--- src/rtl/pg_dma_pkg.sv ---
package pg_dma_pkg;

    localparam int PG_PAGE_W = 8;
    localparam int PG_OFS_W  = 16;

    typedef enum logic {
        XFER_BYTE = 1'b0,
        XFER_WORD = 1'b1
    } xfer_size_e;

    // Per-cycle decision shared by both counters
    typedef struct packed {
        logic load;
        logic step;
        logic reload;
    } pg_ctl_t;

    function automatic int unsigned page_lsb(input int ofs_w, input xfer_size_e sz);
        return (sz == XFER_WORD) ? ofs_w + 1 : ofs_w;
    endfunction

endpackage

--- src/rtl/pg_chan_ctl.sv ---
module pg_chan_ctl
    import pg_dma_pkg::*;
(
    input  logic    clk,
    input  logic    rst,
    input  logic    ld_en,
    input  logic    ld_autoinit,
    input  logic    xfer_stb,
    input  logic    cnt_zero,
    output pg_ctl_t ctl,
    output logic    masked,
    output logic    tc_pulse
);

    logic auto_q;
    logic term;

    always_comb begin
        ctl.load   = ld_en;
        ctl.step   = xfer_stb && !masked && !ld_en;
        term       = ctl.step && cnt_zero;
        ctl.reload = term && auto_q;
    end

    always_ff @(posedge clk) begin
        if (rst) begin
            auto_q   <= 1'b0;
            masked   <= 1'b1;
            tc_pulse <= 1'b0;
        end else begin
            tc_pulse <= term;
            if (ld_en) begin
                auto_q <= ld_autoinit;
                masked <= 1'b0;
            end else if (term && !auto_q) begin
                masked <= 1'b1;
            end
        end
    end

    // a pulse only follows an accepted strobe at count zero
    assert_tc_cause_R7: assert property (@(posedge clk) disable iff (rst)
        tc_pulse |-> ($past(xfer_stb) && $past(cnt_zero) && !$past(ld_en)));

    // once masked, only a load unmasks
    assert_mask_sticky_R8: assert property (@(posedge clk) disable iff (rst)
        (masked && !ld_en) |=> masked);

    // a load leaves the channel unmasked
    assert_load_unmask_R2: assert property (@(posedge clk) disable iff (rst)
        ld_en |=> !masked);

    // a masked channel never signals terminal count
    assert_masked_quiet_R8: assert property (@(posedge clk) disable iff (rst)
        $past(!rst && masked && !ld_en) |-> !tc_pulse);

endmodule

--- src/rtl/pg_step_reg.sv ---
module pg_step_reg
    import pg_dma_pkg::*;
#(
    parameter int W  = 16,
    parameter bit UP = 1'b1
) (
    input  logic         clk,
    input  logic         rst,
    input  logic         load,
    input  logic         step,
    input  logic         reload,
    input  logic [W-1:0] ld_val,
    output logic [W-1:0] cur
);

    logic [W-1:0] base_q;
    logic [W-1:0] nxt;

    generate
        if (UP) begin : g_up
            assign nxt = cur + W'(1);
        end else begin : g_down
            assign nxt = cur - W'(1);
        end
    endgenerate

    always_ff @(posedge clk) begin
        if (rst) begin
            base_q <= '0;
            cur    <= '0;
        end else if (load) begin
            base_q <= ld_val;
            cur    <= ld_val;
        end else if (reload) begin
            cur <= base_q;
        end else if (step) begin
            cur <= nxt;
        end
    end

    // a reload restores the loaded start value
    assert_reload_base_R9: assert property (@(posedge clk) disable iff (rst)
        $past(!rst && reload && !load) |-> (cur == $past(base_q)));

    // a load shows up unchanged
    assert_load_copy_R2: assert property (@(posedge clk) disable iff (rst)
        $past(!rst && load) |-> (cur == $past(ld_val)));

    // without a load, step or reload the value holds
    assert_idle_hold_R8: assert property (@(posedge clk) disable iff (rst)
        $past(!rst && !load && !step && !reload) |-> $stable(cur));

endmodule

--- src/rtl/pg_phys_map.sv ---
module pg_phys_map
    import pg_dma_pkg::*;
#(
    parameter int         PAGE_W = PG_PAGE_W,
    parameter int         OFS_W  = PG_OFS_W,
    parameter xfer_size_e SIZE   = XFER_BYTE,
    localparam int        PHYS_W = PAGE_W + OFS_W
) (
    input  logic [PAGE_W-1:0] page,
    input  logic [OFS_W-1:0]  ofs,
    output logic [PHYS_W-1:0] phys
);

    generate
        if (SIZE == XFER_WORD) begin : g_word
            logic [PHYS_W-1:0] page_part;
            // page bit 0 lands on the offset MSB position and is cleared
            assign page_part = {page, {OFS_W{1'b0}}} & ~(PHYS_W'(1) << OFS_W);
            assign phys      = page_part | PHYS_W'({ofs, 1'b0});
        end else begin : g_byte
            assign phys = {page, ofs};
        end
    endgenerate

endmodule

--- src/rtl/pg_dma_engine.sv ---
module pg_dma_engine
    import pg_dma_pkg::*;
#(
    parameter int         PAGE_W = PG_PAGE_W,
    parameter int         OFS_W  = PG_OFS_W,
    parameter xfer_size_e SIZE   = XFER_BYTE,
    localparam int        PHYS_W = PAGE_W + OFS_W,
    localparam int        RES_W  = OFS_W + 1,
    localparam int        PG_LSB = page_lsb(OFS_W, SIZE)
) (
    input  logic              clk,
    input  logic              rst,
    input  logic              ld_en,
    input  logic [PAGE_W-1:0] ld_page,
    input  logic [OFS_W-1:0]  ld_addr,
    input  logic [OFS_W-1:0]  ld_count,
    input  logic              ld_autoinit,
    input  logic              xfer_stb,
    output logic [PHYS_W-1:0] phys_addr,
    output logic              tc_pulse,
    output logic [RES_W-1:0]  residue,
    output logic              chan_masked
);

    pg_ctl_t           ctl;
    logic [PAGE_W-1:0] page_q;
    logic [OFS_W-1:0]  ofs_cur;
    logic [OFS_W-1:0]  cnt_cur;
    logic [OFS_W-1:0]  cnt_p1;
    logic              cnt_zero;

    // Page register: written only by a load, never by the offset carry
    always_ff @(posedge clk) begin
        if (rst) begin
            page_q <= '0;
        end else if (ld_en) begin
            page_q <= ld_page;
        end
    end

    assign cnt_zero = (cnt_cur == '0);

    pg_chan_ctl u_ctl (
        .clk        (clk),
        .rst        (rst),
        .ld_en      (ld_en),
        .ld_autoinit(ld_autoinit),
        .xfer_stb   (xfer_stb),
        .cnt_zero   (cnt_zero),
        .ctl        (ctl),
        .masked     (chan_masked),
        .tc_pulse   (tc_pulse)
    );

    pg_step_reg #(.W(OFS_W), .UP(1'b1)) u_ofs (
        .clk   (clk),
        .rst   (rst),
        .load  (ctl.load),
        .step  (ctl.step),
        .reload(ctl.reload),
        .ld_val(ld_addr),
        .cur   (ofs_cur)
    );

    pg_step_reg #(.W(OFS_W), .UP(1'b0)) u_cnt (
        .clk   (clk),
        .rst   (rst),
        .load  (ctl.load),
        .step  (ctl.step),
        .reload(ctl.reload),
        .ld_val(ld_count),
        .cur   (cnt_cur)
    );

    pg_phys_map #(.PAGE_W(PAGE_W), .OFS_W(OFS_W), .SIZE(SIZE)) u_map (
        .page(page_q),
        .ofs (ofs_cur),
        .phys(phys_addr)
    );

    // Residue in bytes, 16-bit wrap of count plus one
    assign cnt_p1 = cnt_cur + OFS_W'(1);
    generate
        if (SIZE == XFER_WORD) begin : g_res_word
            assign residue = {cnt_p1, 1'b0};
        end else begin : g_res_byte
            assign residue = {1'b0, cnt_p1};
        end
    endgenerate

    // page bits of the address move only after a load
    assert_page_fixed_R6: assert property (@(posedge clk) disable iff (rst)
        $past(!rst && !ld_en) |-> $stable(phys_addr[PHYS_W-1:PG_LSB]));

    // a load beats a strobe in the same cycle
    assert_load_wins_R11: assert property (@(posedge clk) disable iff (rst)
        $past(!rst && ld_en && xfer_stb) |-> (!tc_pulse && !chan_masked));

    // a terminal count without reload leaves zero residue
    assert_zero_residue_R10: assert property (@(posedge clk) disable iff (rst)
        (tc_pulse && chan_masked) |-> (residue == '0));

endmodule

--- config.mk ---
export PLATFORM = sky130hd
export DESIGN_NAME = pg_dma_engine
export DESIGN_NICKNAME = d
export VERILOG_FILES = /design/src/rtl/pg_dma_pkg.sv /design/src/rtl/pg_chan_ctl.sv /design/src/rtl/pg_step_reg.sv /design/src/rtl/pg_phys_map.sv /design/src/rtl/pg_dma_engine.sv
export SDC_FILE = /design/constraint.sdc
export NUM_CORES = 1
export LEC_CHECK = 0
export BUFFER_PORTS_ARGS = -buffer_cell sky130_fd_sc_hd__buf_2
export CAP_MARGIN = 40
export CORE_MARGIN = 4
export CORE_UTILIZATION = 60
export DETAILED_ROUTE_END_ITERATION = 10
export GPL_TIMING_DRIVEN = 1
export PLACE_DENSITY = 0.93
export SLEW_MARGIN = 20
export SYNTH_ARGS = -nofsm -noshare
export SYNTH_HDL_FRONTEND = slang
export SYNTH_HIERARCHICAL = 1
export SYNTH_SLANG_ARGS = --single-unit
export TNS_END_PERCENT = 30
--- constraint.sdc ---
create_clock -name clk -period 5.1 [get_ports clk]
set_clock_uncertainty 0.1 [all_clocks]
set_input_delay 1.275 -clock clk [delete_from_list [all_inputs] [get_ports clk]]
set_output_delay 1.275 -clock clk [all_outputs]
set_load 0.05 [all_outputs]
### Yosys cells after proc, flatten, opt, wreduce, memory -nomap -nowiden

Cells that the tools add are included.

| word-level totals | value |
|---|---|
| bits in registers | 75 |
| input port bits | 45 |

| cells by class | value |
|---|---|
| add/sub/neg operators | 3 |
| muxes and demuxes | 8 |
| reduce and logical (&&, ||, !) cells | 11 |

Operator list:

| kind | number |
|---|---|
| 2-to-1 mux 16 bit | 6 |
| adder 16 x 1 -> 16 bit, second input constant | 2 |
| logical NOT 16 bit | 1 |
| subtractor 16 x 1 -> 16 bit, second input constant | 1 |
| logical AND 1 bit | 5 |
| logical NOT 1 bit | 3 |
| nonzero test 3 bit | 1 |
| 2-to-1 mux 1 bit | 2 |
| nonzero test 2 bit | 1 |

### Depth between registers and ports, before layout

Gate-level depths: netlist of the first run.

| depth | value |
|---|---|
| depth in word-level cells | 7 |
| gate-level depth with buffers | 13 |

### Hierarchy

The synthesis of the first run kept the hierarchy.

By module, submodules not included:

| module | times used | cells each | area an instance (um^2) |
|---|---|---|---|
| pg_step_reg (u_cnt) | 1 | 224 | 1,861.8 |
| pg_step_reg (u_ofs) | 1 | 213 | 1,717.9 |
| pg_dma_engine | 1 | 73 | 624.3 |
| pg_phys_map | 1 | 24 | 180.2 |
| pg_chan_ctl | 1 | 13 | 126.4 |

### Least setup slack after synthesis of the first run

OpenSTA, ideal clock, no wires.

| path | value |
|---|---|
| path kind | reg-to-output |
| start point | register u_cnt.cur[2] |
| end point | output port residue[15] |
| data arrival time | 2,026 ps |
| setup slack | 1,699 ps |
| cell stages (with the launch flop) | 5 |
| path buffers | 0 |
| cell sequence | dfxtp_1 and3_4 nand4_4 nor4_4 xor2_1 |

| between the ends | value |
|---|---|
| cells in the longest elaborated chain, start to end | 1 |

RTL lines:

| item | line | RTL |
|---|---|---|
| start: declaration | pg_step_reg.sv:13 | `output logic [W-1:0] cur` |
| start signal: assignment | pg_step_reg.sv:33 | `cur <= ld_val;` |
| start signal: assignment | pg_step_reg.sv:35 | `cur <= base_q;` |
| start signal: assignment | pg_step_reg.sv:37 | `cur <= nxt;` |
| adder 16 x 1 -> 16 bit | pg_dma_engine.sv:82 | `assign cnt_p1 = cnt_cur + OFS_W'(1);` |
| end: declaration | pg_dma_engine.sv:21 | `output logic [RES_W-1:0] residue,` |

No other way between the ends.

### Worst setup path after layout of the first run

Same ends and word-level chain as after synthesis.

==> summary.txt, run 1 <==
GRT
  – Largest net degree at the start of global routing: 64
  – GR met1 Demand/Resource: 32.0%
  – GR Layer Usage met3: about 3.7%
  – Final global-route overflow total: 0
  – Gr usage total: about 25%
  – Vias in the first global route: approximately 3,800
  – First-pass GRT wire length: around 18 mm
  – GRT Max-Usage Layer: met2
  – Antenna violations before repair: 0
  – Met2 Use GR: 41.1%

Worst setup path
  – Reg2reg end: u_cnt/cur[7]$_SDFFE_PP0P_
  – Setup crit end kind: primary output
  – Buf/Inv on CP: 1
  – FF-to-FF setup slack: 1.72 ns
  – Max incr delay on CP: 0.63 ns
  – Worst R2R Start: u_cnt/cur[0]$_SDFFE_PP0P_
  – Worst-case reg-to-reg path depth: 10
  – Crit path from: u_cnt/cur[2]$_SDFFE_PP0P_
  – Crit Path Class: flop to primary output
  – Top delay family on crit path: simple AND/OR/NAND/NOR gates
  – Critical path peak fanout: 11
  – Crit path required time: between 3 and 4 ns
  – Worst endpoint data arrival time: about 2.3 ns
  – Nature of the critical path startpoint: flop
  – CP max stage cell: dfxtp_1
  – Cell Chain, Critical Path: and3_4 > nand4_4 > nor4_4 > xor2_1 > buf_2

Logic synthesis
  – Syn Std Cell Area: between 4000 and 5000 um^2
  – Cells after Synth: about 550
  – FF+latch count, synth: 75
  – YS warnings: 6
  – Most area-consuming cells after synthesis: dfxtp_1, mux2i_1, a21oi_1
  – Async S/R FF share, synth: 0%
  – Area share of the leading cell type in the synthesized netlist: 33.3%
  – Ys flop type: dfxtp_1
  – EDFF count, synth: 0
  – Syn Nets: approximately 600
  – Synth unique cells: 68
  – Dominant cell type by area after synthesis: dfxtp_1
  – Most frequent cell after synthesis: dfxtp_1
  – Syn Area/Cell: roughly 8.2 um^2
  – Sequential area share after synthesis: approximately a third
  – Synth cell count leaders: dfxtp_1, nor2_1, a21oi_1, mux2i_1, nand2b_1

Finish
  – Area Overhead vs Synth: 11.0%
  – ANT cells: 0
  – Fin area: roughly 5000 um^2
  – Multi-input gate area: between 2000 and 3000 um^2
  – Post-layout util: between 60% and 70%
  – Seq. cell area: ~1500 um^2
  – Layout cells sized above 1: 21.6%
  – Final net count: about 640
  – Non-filler cells, final: between 600 and 700
  – FILL cells: 589

Route
  – Post-DR vias/cell: roughly 6.1
  – DRC viols: 0
  – Via count: 4,263
  – Final ANT Viol Nets: 0
  – DR pass1 iterations: 5
  – Iteration-0 DRC Markers: around 530
  – WL final: about 11 mm
  – Wire per inst: about 16 um

Run
  – Max-cap violations: 0

STA
  – Crit path time final: roughly 3.6 ns
  – Setup TNS: 0 ns
  – Actual slew at the worst max-slew pin: between 0.6 and 0.7 ns
  – Final Worst Setup Slack: approximately 1.5 ns
  – Setup violations, final: 0
  – Slew headroom: between 50 and 60%
  – Hold Vio Cnt, Final: 0
  – RSZ-0062 raised after global routing: false
  – Period utilization: between 70% and 80%
  – Slew Viols, Final: 0
  – Fmax: 0.275 GHz

Clock tree
  – Postcts setup bufs: 0
  – CTS root buf: clkbuf_8
  – CTS tree: done
  – Post-CTS resize count: 0
  – H-tree depth: 3
  – Worst-Skew Late Latency: 0.35 ns
  – CTS Hold Bufs: 0
  – Clock buffer depth: 2
  – Num CTS Buffers: 9
  – Clk slew on worst S/H paths: around 0.07 ns
  – CTS Sinks: 75

Hold path
  – Hold Path Stages: 2
  – Hold EP: u_ofs/base_q[12]$_SDFFE_PP0P_
  – Hold Crit Start: u_ofs/base_q[12]$_SDFFE_PP0P_
  – Worst hold-check path type: flop to flop

Die
  – Ports: 88
  – Die ar.: approximately 9000 um^2
  – Die Ht: about 95 um
  – Core area: ~7300 um^2
  – Die X: 94.7 um
  – Initial Util: between 60% and 70%
  – Row count: 31

Pwr
  – Power per cell area: ~300 nW/um^2
  – VDD IR max: around 0.00018 V
  – Pleak: 2.20 nW

Placement
  – Detail Placement HPWL: ~7.6 mm
  – Port Buffers: 86
  – Routability cong.: 0.854
  – Post-DP Area: 4770 um^2
  – DP Cell Count: 680
  – Pre-CTS setup slack: approximately 1.5 ns

Run status
  – Outcome: complete, no violations
worst max-delay path by stage:
stage                                      to  slack, ns  depth (start not counted)
CTS                               residue[15]       1.48                          5
finish                            residue[15]       1.46                          5
global placement    u_cnt/cur[7]$_SDFFE_PP0P_       1.61                          6
detailed placement  u_cnt/cur[7]$_SDFFE_PP0P_       1.48                          6
global route                      residue[15]       1.34                          5
floorplan                         residue[15]       1.70                          4
flip-flops by register name (all words and copies together), names as in the netlist:
register and count:
u_ofs/cur 16, u_ofs/base_q 16, u_ctl/masked 1, page_q 8, u_cnt/base_q 16, u_ctl/tc_pulse 1
u_ctl/auto_q 1, u_cnt/cur 16
worst register-to-register path: stages, from the launching register on:
cell       delay (ns)
dfxtp_1          0.47
inv_1            0.14
ha_1             0.16
nor4b_1          0.22
and4_1           0.29
nand2_1          0.11
nor4b_2          0.23
buf_4            0.52
or3_1            0.54
nor2_1           0.12
a2111oi_2        0.37
power breakdown:
group          switching [mW]  internal [mW]
Sequential             0.0526          0.622
Combinational           0.204          0.113
Clock                   0.214          0.302
cells in the final DEF, fill, tap and decap left out, types with 4 or more instances in the layout:
| cell type | n |
|---|---|
| nand2_1 | 30 |
| xnor2_1 | 12 |
| nor2b_1 | 13 |
| ha_1 | 4 |
| nor2_1 | 64 |
| o31ai_1 | 6 |
| mux2i_1 | 32 |
| nor4_1 | 7 |
| nor3_1 | 17 |
| o221ai_1 | 5 |
| nand2b_1 | 32 |
| buf_4 | 5 |
| nand4_1 | 12 |
| a21oi_1 | 50 |
| xor2_1 | 8 |
| buf_2 | 86 |
| and3_1 | 5 |
| a222oi_1 | 4 |
| o21ai_0 | 4 |
| inv_1 | 19 |
| nand3_1 | 13 |
| clkbuf_8 | 11 |
| a211oi_1 | 12 |
| dfxtp_1 | 75 |
metal layers:
layer	routed length (um)	share of wire, %
met5	0	0
met4	276	2.5
met3	866	7.7
met2	5400	48
met1	4640	41
logic make-up after synthesis:
logic type | share of synthesized area, %
AND/OR/NAND/NOR | 27.1
AO/OA/AOI/OAI | 17.3
buffers and inverters | 9.15
flip-flops | 33.3
multiplexers | 8.10
XOR/XNOR | 3.88
adder cells (fa/ha/maj) | 1.11
other | 0.0831
stage by stage:
step                power, mW  hold slack (ns)
global placement        0.983            0.358
finish                   1.51            0.374
floorplan               0.930            0.350
global route             1.57            0.404
detailed placement      0.997            0.366
CTS                      1.51            0.378
final cells by class:
| class | instances | share of cell area, % |
|---|---|---|
| clock buffer | 12 | 3.10 |
| clock inverter | 4 | 1.45 |
| inverter | 19 | 1.42 |
| multi-input combinational | 396 | 52.1 |
| sequential | 75 | 30.0 |
| tap | 99 | 2.48 |
| timing repair buffer | 92 | 9.45 |
Power figures use the tool's default switching activity.
==> inputs of run 2 (changes only) <==
--- a/config.mk
+++ b/config.mk
@@ -8,10 +8,10 @@
 export BUFFER_PORTS_ARGS = -buffer_cell sky130_fd_sc_hd__buf_2
 export CAP_MARGIN = 40
 export CORE_MARGIN = 4
-export CORE_UTILIZATION = 60
+export CORE_UTILIZATION = 50
 export DETAILED_ROUTE_END_ITERATION = 10
 export GPL_TIMING_DRIVEN = 1
-export PLACE_DENSITY = 0.93
+export PLACE_DENSITY = 0.83
 export SLEW_MARGIN = 20
 export SYNTH_ARGS = -nofsm -noshare
 export SYNTH_HDL_FRONTEND = slang
==> constraint.sdc (replaced) <==
create_clock -name clk -period 3.22 [get_ports clk]
set_clock_uncertainty 0.1 [all_clocks]
set_input_delay 0.805 -clock clk [delete_from_list [all_inputs] [get_ports clk]]
set_output_delay 0.805 -clock clk [all_outputs]
set_load 0.05 [all_outputs]
==> run 2 against run 1 <==
  * Worst setup slack got worse by 1.3 ns
  * Sequential cell count is the same
  * Core utilization decreased by 11 points
  * Global-route usage shrank 3.6 points
  * Power up 50%
  * Worst hold slack about the same
  * Count of clock-buffer cells in the layout decreased by 2
  * Critical path depth unchanged
  * Clock power is 35% higher
  * Die area up 18%
  * Via count shrank 3.8%
  * First-iteration DRC count fell by 60%
  * Critical endpoint unchanged
  * Largest power group unchanged
  * Highest routed layer unchanged
==> summary.txt, run 2 (synthesis results as in run 1) <==
Placement
  – Routability cong.: approximately 0.89
  – Pre-CTS setup slack: ~0.48 ns
  – Port Buffers: 86
  – Detail Placement HPWL: roughly 8 mm
  – Post-DP Area: between 4000 and 5000 um^2

Worst setup path
  – Crit path required time: roughly 2.3 ns
  – Worst endpoint data arrival time: around 2.2 ns
  – Max incr delay on CP: 0.61 ns
  – Setup crit end kind: primary output
  – Top delay family on crit path: simple AND/OR/NAND/NOR gates
  – Critical path peak fanout: 11
  – Cell Chain, Critical Path: and3_4 > nand4_4 > nor4_4 > xor2_1 > buf_2
  – Crit Path Class: flop to primary output
  – Nature of the critical path startpoint: flop
  – CP max stage cell: dfxtp_1
  – Buf/Inv on CP: 1

Route
  – Final ANT Viol Nets: 0
  – Wire per inst: around 15 um
  – DR pass1 iterations: 5
  – Iteration-0 DRC Markers: around 210
  – Post-DR vias/cell: 5.74
  – DRC viols: 0
  – Via count: 4,103
  – WL final: around 11 mm

Clock tree
  – Post-CTS resize count: 0
  – Postcts setup bufs: 0
  – Clk slew on worst S/H paths: ~0.070 ns
  – CTS tree: done
  – CTS Sinks: 75
  – Worst-Skew Late Latency: approximately 0.35 ns
  – Num CTS Buffers: 9
  – CTS root buf: clkbuf_8
  – Clock buffer depth: 2
  – H-tree depth: 3
  – CTS Hold Bufs: 0

Finish
  – Commonest non-fill, non-tap cell in the layout: buf_2
  – ANT cells: 0
  – Final net count: ~650
  – Layout cells sized above 1: between 20% and 30%
  – Seq. cell area: 1500 um^2
  – Multi-input gate area: approximately 2600 um^2
  – Most frequent cells in the layout: buf_2, dfxtp_1, nor2_1
  – Area Overhead vs Synth: 12.0%
  – FILL cells: ~800
  – Fin area: 5050 um^2

GRT
  – Vias in the first global route: around 3,800
  – First-pass GRT wire length: 18.1 mm
  – Gr usage total: 21.2%
  – Antenna violations before repair: 0
  – Final global-route overflow total: 0
  – Largest net degree at the start of global routing: 40

Pwr
  – Cell Int Power: roughly 1.5 mW
  – Clock group share of total power: between 30% and 40%
  – Pleak: between 2 and 2.5 nW
  – Flop pwr share: approximately 47%
  – VDD IR max: 0.000217 V
  – Comb pwr share: between 20 and 25%
  – Power per cell area: 449 nW/um^2
  – Sw frac: about a third
  – Total Power: around 2.3 mW
  – Sw power: about 750 uW

STA
  – RSZ-0062 raised after global routing: false
  – Final Worst Setup Slack: approximately 0.16 ns
  – Slew Viols, Final: 0
  – Period utilization: 94.9%
  – Fmax: 0.327 GHz
  – Hold WS: 0.374 ns
  – Actual slew at the worst max-slew pin: roughly 0.77 ns
  – Crit path time final: around 3.1 ns
  – Hold Vio Cnt, Final: 0
  – Setup TNS: 0 ns
  – Slew headroom: between 40 and 50%
  – Setup violations, final: 0

Die
  – Die Ht: between 100 and 150 um
  – Ports: 88
  – Row count: 34
  – Die ar.: 10,600 um^2
  – Core area: 8760 um^2
  – Initial Util: a little over 50%
  – Die X: 103 um

Run status
  – Outcome: complete, no violations

Run
  – Max-cap violations: 0

Hold path
  – Worst hold-check path type: flop to flop
## run 2: worst register-to-register path: stages (launching register included)
cell	delay, ns
dfxtp_1	0.45
nor4b_1	0.31
and4_1	0.28
nand2_1	0.11
nor4b_2	0.32
buf_4	0.27
and2b_1	0.28
a22oi_1	0.14
a21oi_1	0.17
nor2_1	0.06
a211oi_1	0.22
## run 2: final cells by class
class	count	share of cell area [%]
clock inverters	5	1.09
well taps	108	2.68
multi-input cells	396	51.6
inverters	19	1.41
repair buffers	102	10.9
clock buffers	10	2.53
flip-flops and latches	75	29.7
## run 2: path summary, 6_finish.rpt
| check | startpoint | end | slack [ns] | cells past startpoint |
|---|---|---|---|---|
| worst max-delay path | u_cnt/cur[2]$_SDFFE_PP0P_ | residue[15] | 0.16 | 5 |
| worst min-delay path | u_cnt/base_q[3]$_SDFFE_PP0P_ | u_cnt/base_q[3]$_SDFFE_PP0P_ | 0.37 | 2 |
| worst max register to register | u_cnt/cur[7]$_SDFFE_PP0P_ | u_ofs/cur[8]$_SDFFE_PP0P_ | 0.42 | 10 |
| worst min register to register | u_cnt/base_q[3]$_SDFFE_PP0P_ | u_cnt/base_q[3]$_SDFFE_PP0P_ | 0.37 | 2 |
## run 2: metrics by stage
step | std cells | utilization (%)
floorplan | 547 | -
global placement | 700 | 55.6
global route | 715 | 57.6
CTS | 715 | 57.6
detailed placement | 700 | 55.6
finish | 715 | 57.6
## run 2: per-layer routing
metal	vias up	share of wire, %	GRT usage (%)	wire (um)
met5	-	0	0	0
met4	0	1.5	8.27	163
met2	132	49	34.3	5310
met3	14	6.2	3.92	677
li1	2030	-	-	-
met1	1927	44	27.8	4780
## run 2: power by group through the flow
stage          clock network, mW  registers (mW)  logic [mW]
2_1_floorplan                  0            1.07       0.405
3_3_place_gp                   0            1.08       0.496
3_5_place_dp                   0            1.08       0.507
4_1_cts                    0.716            1.06       0.509
5_1_grt                    0.758            1.07       0.554
6_report                   0.699            1.06       0.510
==> inputs of run 3 (changes only) <==
--- a/config.mk
+++ b/config.mk
@@ -10,8 +10,8 @@
 export CORE_MARGIN = 4
 export CORE_UTILIZATION = 50
 export DETAILED_ROUTE_END_ITERATION = 10
-export GPL_TIMING_DRIVEN = 1
 export PLACE_DENSITY = 0.83
+export SETUP_SLACK_MARGIN = 0.3
 export SLEW_MARGIN = 20
 export SYNTH_ARGS = -nofsm -noshare
 export SYNTH_HDL_FRONTEND = slang
==> run 3 against run 2 <==
  * Maximum frequency is 7.4% higher
  * Wire length is 4.2% higher
  * First-iteration DRC count is 64% higher
  * Critical endpoint is now u_ofs/cur[13]$_SDFFE_PP0P_
  * Cell count is 0.98% higher
  * Combinational power is 0.8% higher
  * Largest power group unchanged
==> summary.txt, run 3 (synthesis results as in run 1) <==
Finish
  – FILL cells: approximately 760
  – Layout cells sized above 1: between 20% and 30%
  – Non-filler cells, final: between 700 and 800
  – Fin area: 5250 um^2
  – ANT cells: 0
  – Commonest non-fill, non-tap cell in the layout: buf_2
  – Final net count: about 660
  – Area Overhead vs Synth: 16.5%
  – Most frequent cells in the layout: buf_2, dfxtp_1, nor2_1

Clock tree
  – Clock buffer depth: 2
  – H-tree depth: 3
  – CTS tree: done
  – Worst-Skew Late Latency: about 0.36 ns
  – CTS root buf: clkbuf_8
  – CTS Sinks: 75
  – Num CTS Buffers: 9
  – Clk slew on worst S/H paths: roughly 0.08 ns

Worst setup path
  – Reg2reg end: u_ofs/cur[13]$_SDFFE_PP0P_
  – Nature of the critical path startpoint: flop
  – Worst-case reg-to-reg path depth: 12
  – Setup crit end kind: flop
  – Buf/Inv on CP: 3
  – Cell Chain, Critical Path: inv_1 > ha_1 > nor4b_2 > and4_1 > nand2_1 > nor4b_4 > clkbuf_16 > buf_4 > or3_1 > nand2_1 > mux2i_1 > a221oi_1
  – Worst R2R Start: u_cnt/cur[1]$_SDFFE_PP0P_
  – Crit Path Class: flop to flop
  – Most used cell, CP: nand2_1
  – Worst endpoint data arrival time: roughly 3.0 ns
  – CP max stage cell: or3_1
  – Critical path peak fanout: 9
  – Top delay family on crit path: simple AND/OR/NAND/NOR gates
  – Max incr delay on CP: ~0.5 ns
  – Crit path required time: ~3.4 ns
  – FF-to-FF setup slack: between 0.3 and 0.4 ns

Hold path
  – Hold Crit Start: u_cnt/base_q[9]$_SDFFE_PP0P_
  – Hold EP: u_cnt/base_q[9]$_SDFFE_PP0P_
  – Worst hold-check path type: flop to flop
  – Hold Path Stages: 2

Run status
  – Outcome: complete, no violations

STA
  – Hold WS: roughly 0.38 ns
  – Hold Vio Cnt, Final: 0
  – Setup TNS: 0 ns
  – RSZ-0062 raised after global routing: true
  – Crit path time final: 2.84 ns
  – Setup violations, final: 0
  – Slew Viols, Final: 0
  – Period utilization: approximately nine tenths
  – Fmax: roughly 0.35 GHz

Die
  – Ports: 88
  – Core area: 8760 um^2
  – Initial Util: about half
  – Die X: between 100 and 150 um
  – Die ar.: approximately 11,000 um^2
  – Row count: 34
  – Die Ht: just over 100 um

Route
  – Via count: ~4,200
  – DRC viols: 0
  – Wire per inst: about 16 um
  – Iteration-0 DRC Markers: roughly 350
  – Final ANT Viol Nets: 0
  – Post-DR vias/cell: a little under 6
  – DR pass1 iterations: 6
  – WL final: ~11 mm

GRT
  – Final global-route overflow total: 0
  – First-pass GRT wire length: about 18 mm
  – Gr usage total: 20.9%
  – Largest net degree at the start of global routing: 60
  – Antenna violations before repair: 0
  – GRT Max-Usage Layer: met2
  – Vias in the first global route: slightly below 4,000
  – GR Layer Usage met3: approximately 4.0%
  – GR met1 Demand/Resource: roughly 27%
  – Met2 Use GR: 34.6%

Pwr
  – VDD IR max: about 0.00026 V
  – Power per cell area: around 470 nW/um^2
  – Pleak: 2.30 nW

Run
  – Max-cap violations: 0

Placement
  – Port Buffers: 86
  – Detail Placement HPWL: 7.71 mm
  – Post-DP Area: 4850 um^2
  – DP Cell Count: ~700
  – Routability cong.: between 0.8 and 0.9
run 3: repair_timing:
action                                 CTS  global route
hold buffers                             0             0
buffers inserted                         0             7
pin swaps                                0             3
setup endpoints to repair                9            20
resized for setup                        9            15
gates cloned                             0             3
endpoints found under the hold margin    0             0
run 3: routing by layer:
metal	share of wire [%]	wire length, um
met5	0	0
met1	42	4780
met2	50	5710
met4	1.3	144
met3	6.7	760
run 3: how the worst max path moves through the flow:
stage,slack [ns],depth (start not counted),from,end
after detailed placement,0.26,11,u_cnt/cur[1]$_SDFFE_PP0P_,u_cnt/cur[7]$_SDFFE_PP0P_
after global placement,0.42,11,u_cnt/cur[1]$_SDFFE_PP0P_,u_cnt/cur[7]$_SDFFE_PP0P_
after floorplan,0.27,12,u_cnt/cur[0]$_SDFFE_PP0P_,u_ofs/cur[7]$_SDFFE_PP0P_
after CTS,0.29,6,u_cnt/cur[0]$_SDFFE_PP0P_,residue[12]
after global routing,0.24,11,u_cnt/cur[1]$_SDFFE_PP0P_,u_cnt/cur[7]$_SDFFE_PP0P_
final,0.38,12,u_cnt/cur[1]$_SDFFE_PP0P_,u_ofs/cur[13]$_SDFFE_PP0P_
run 3: layout make-up:
class | count | area [um^2] | share of cell area (%)
inverters | 19 | 75.1 | 1.43
flip-flops and latches | 75 | 1520 | 28.9
well taps | 108 | 135 | 2.57
clock buffers | 10 | 138 | 2.62
clock inverters | 6 | 113 | 2.14
repair buffers | 108 | 643 | 12.2
multi-input cells | 396 | 2630 | 50.1
run 3: power breakdown:
group	switching (mW)	internal, mW
Sequential	0.0806	0.987
Combinational	0.323	0.191
Clock	0.361	0.535
Total	0.764	1.71
run 3: worst min-delay path, cell delays in order (launching register included):
cell	delay, ns
dfxtp_1	0.31
nand2b_1	0.06
a21oi_1	0.06
run 3: per-stage QoR:
step                setup slack, ns  total power, mW  util (%)
global placement              0.415             1.57      55.4
global route                  0.242             2.59      60.0
finish                        0.375             2.48      60.0
floorplan                     0.273             1.47         -
detailed placement            0.259             1.59      55.4
CTS                           0.292             2.48      58.4
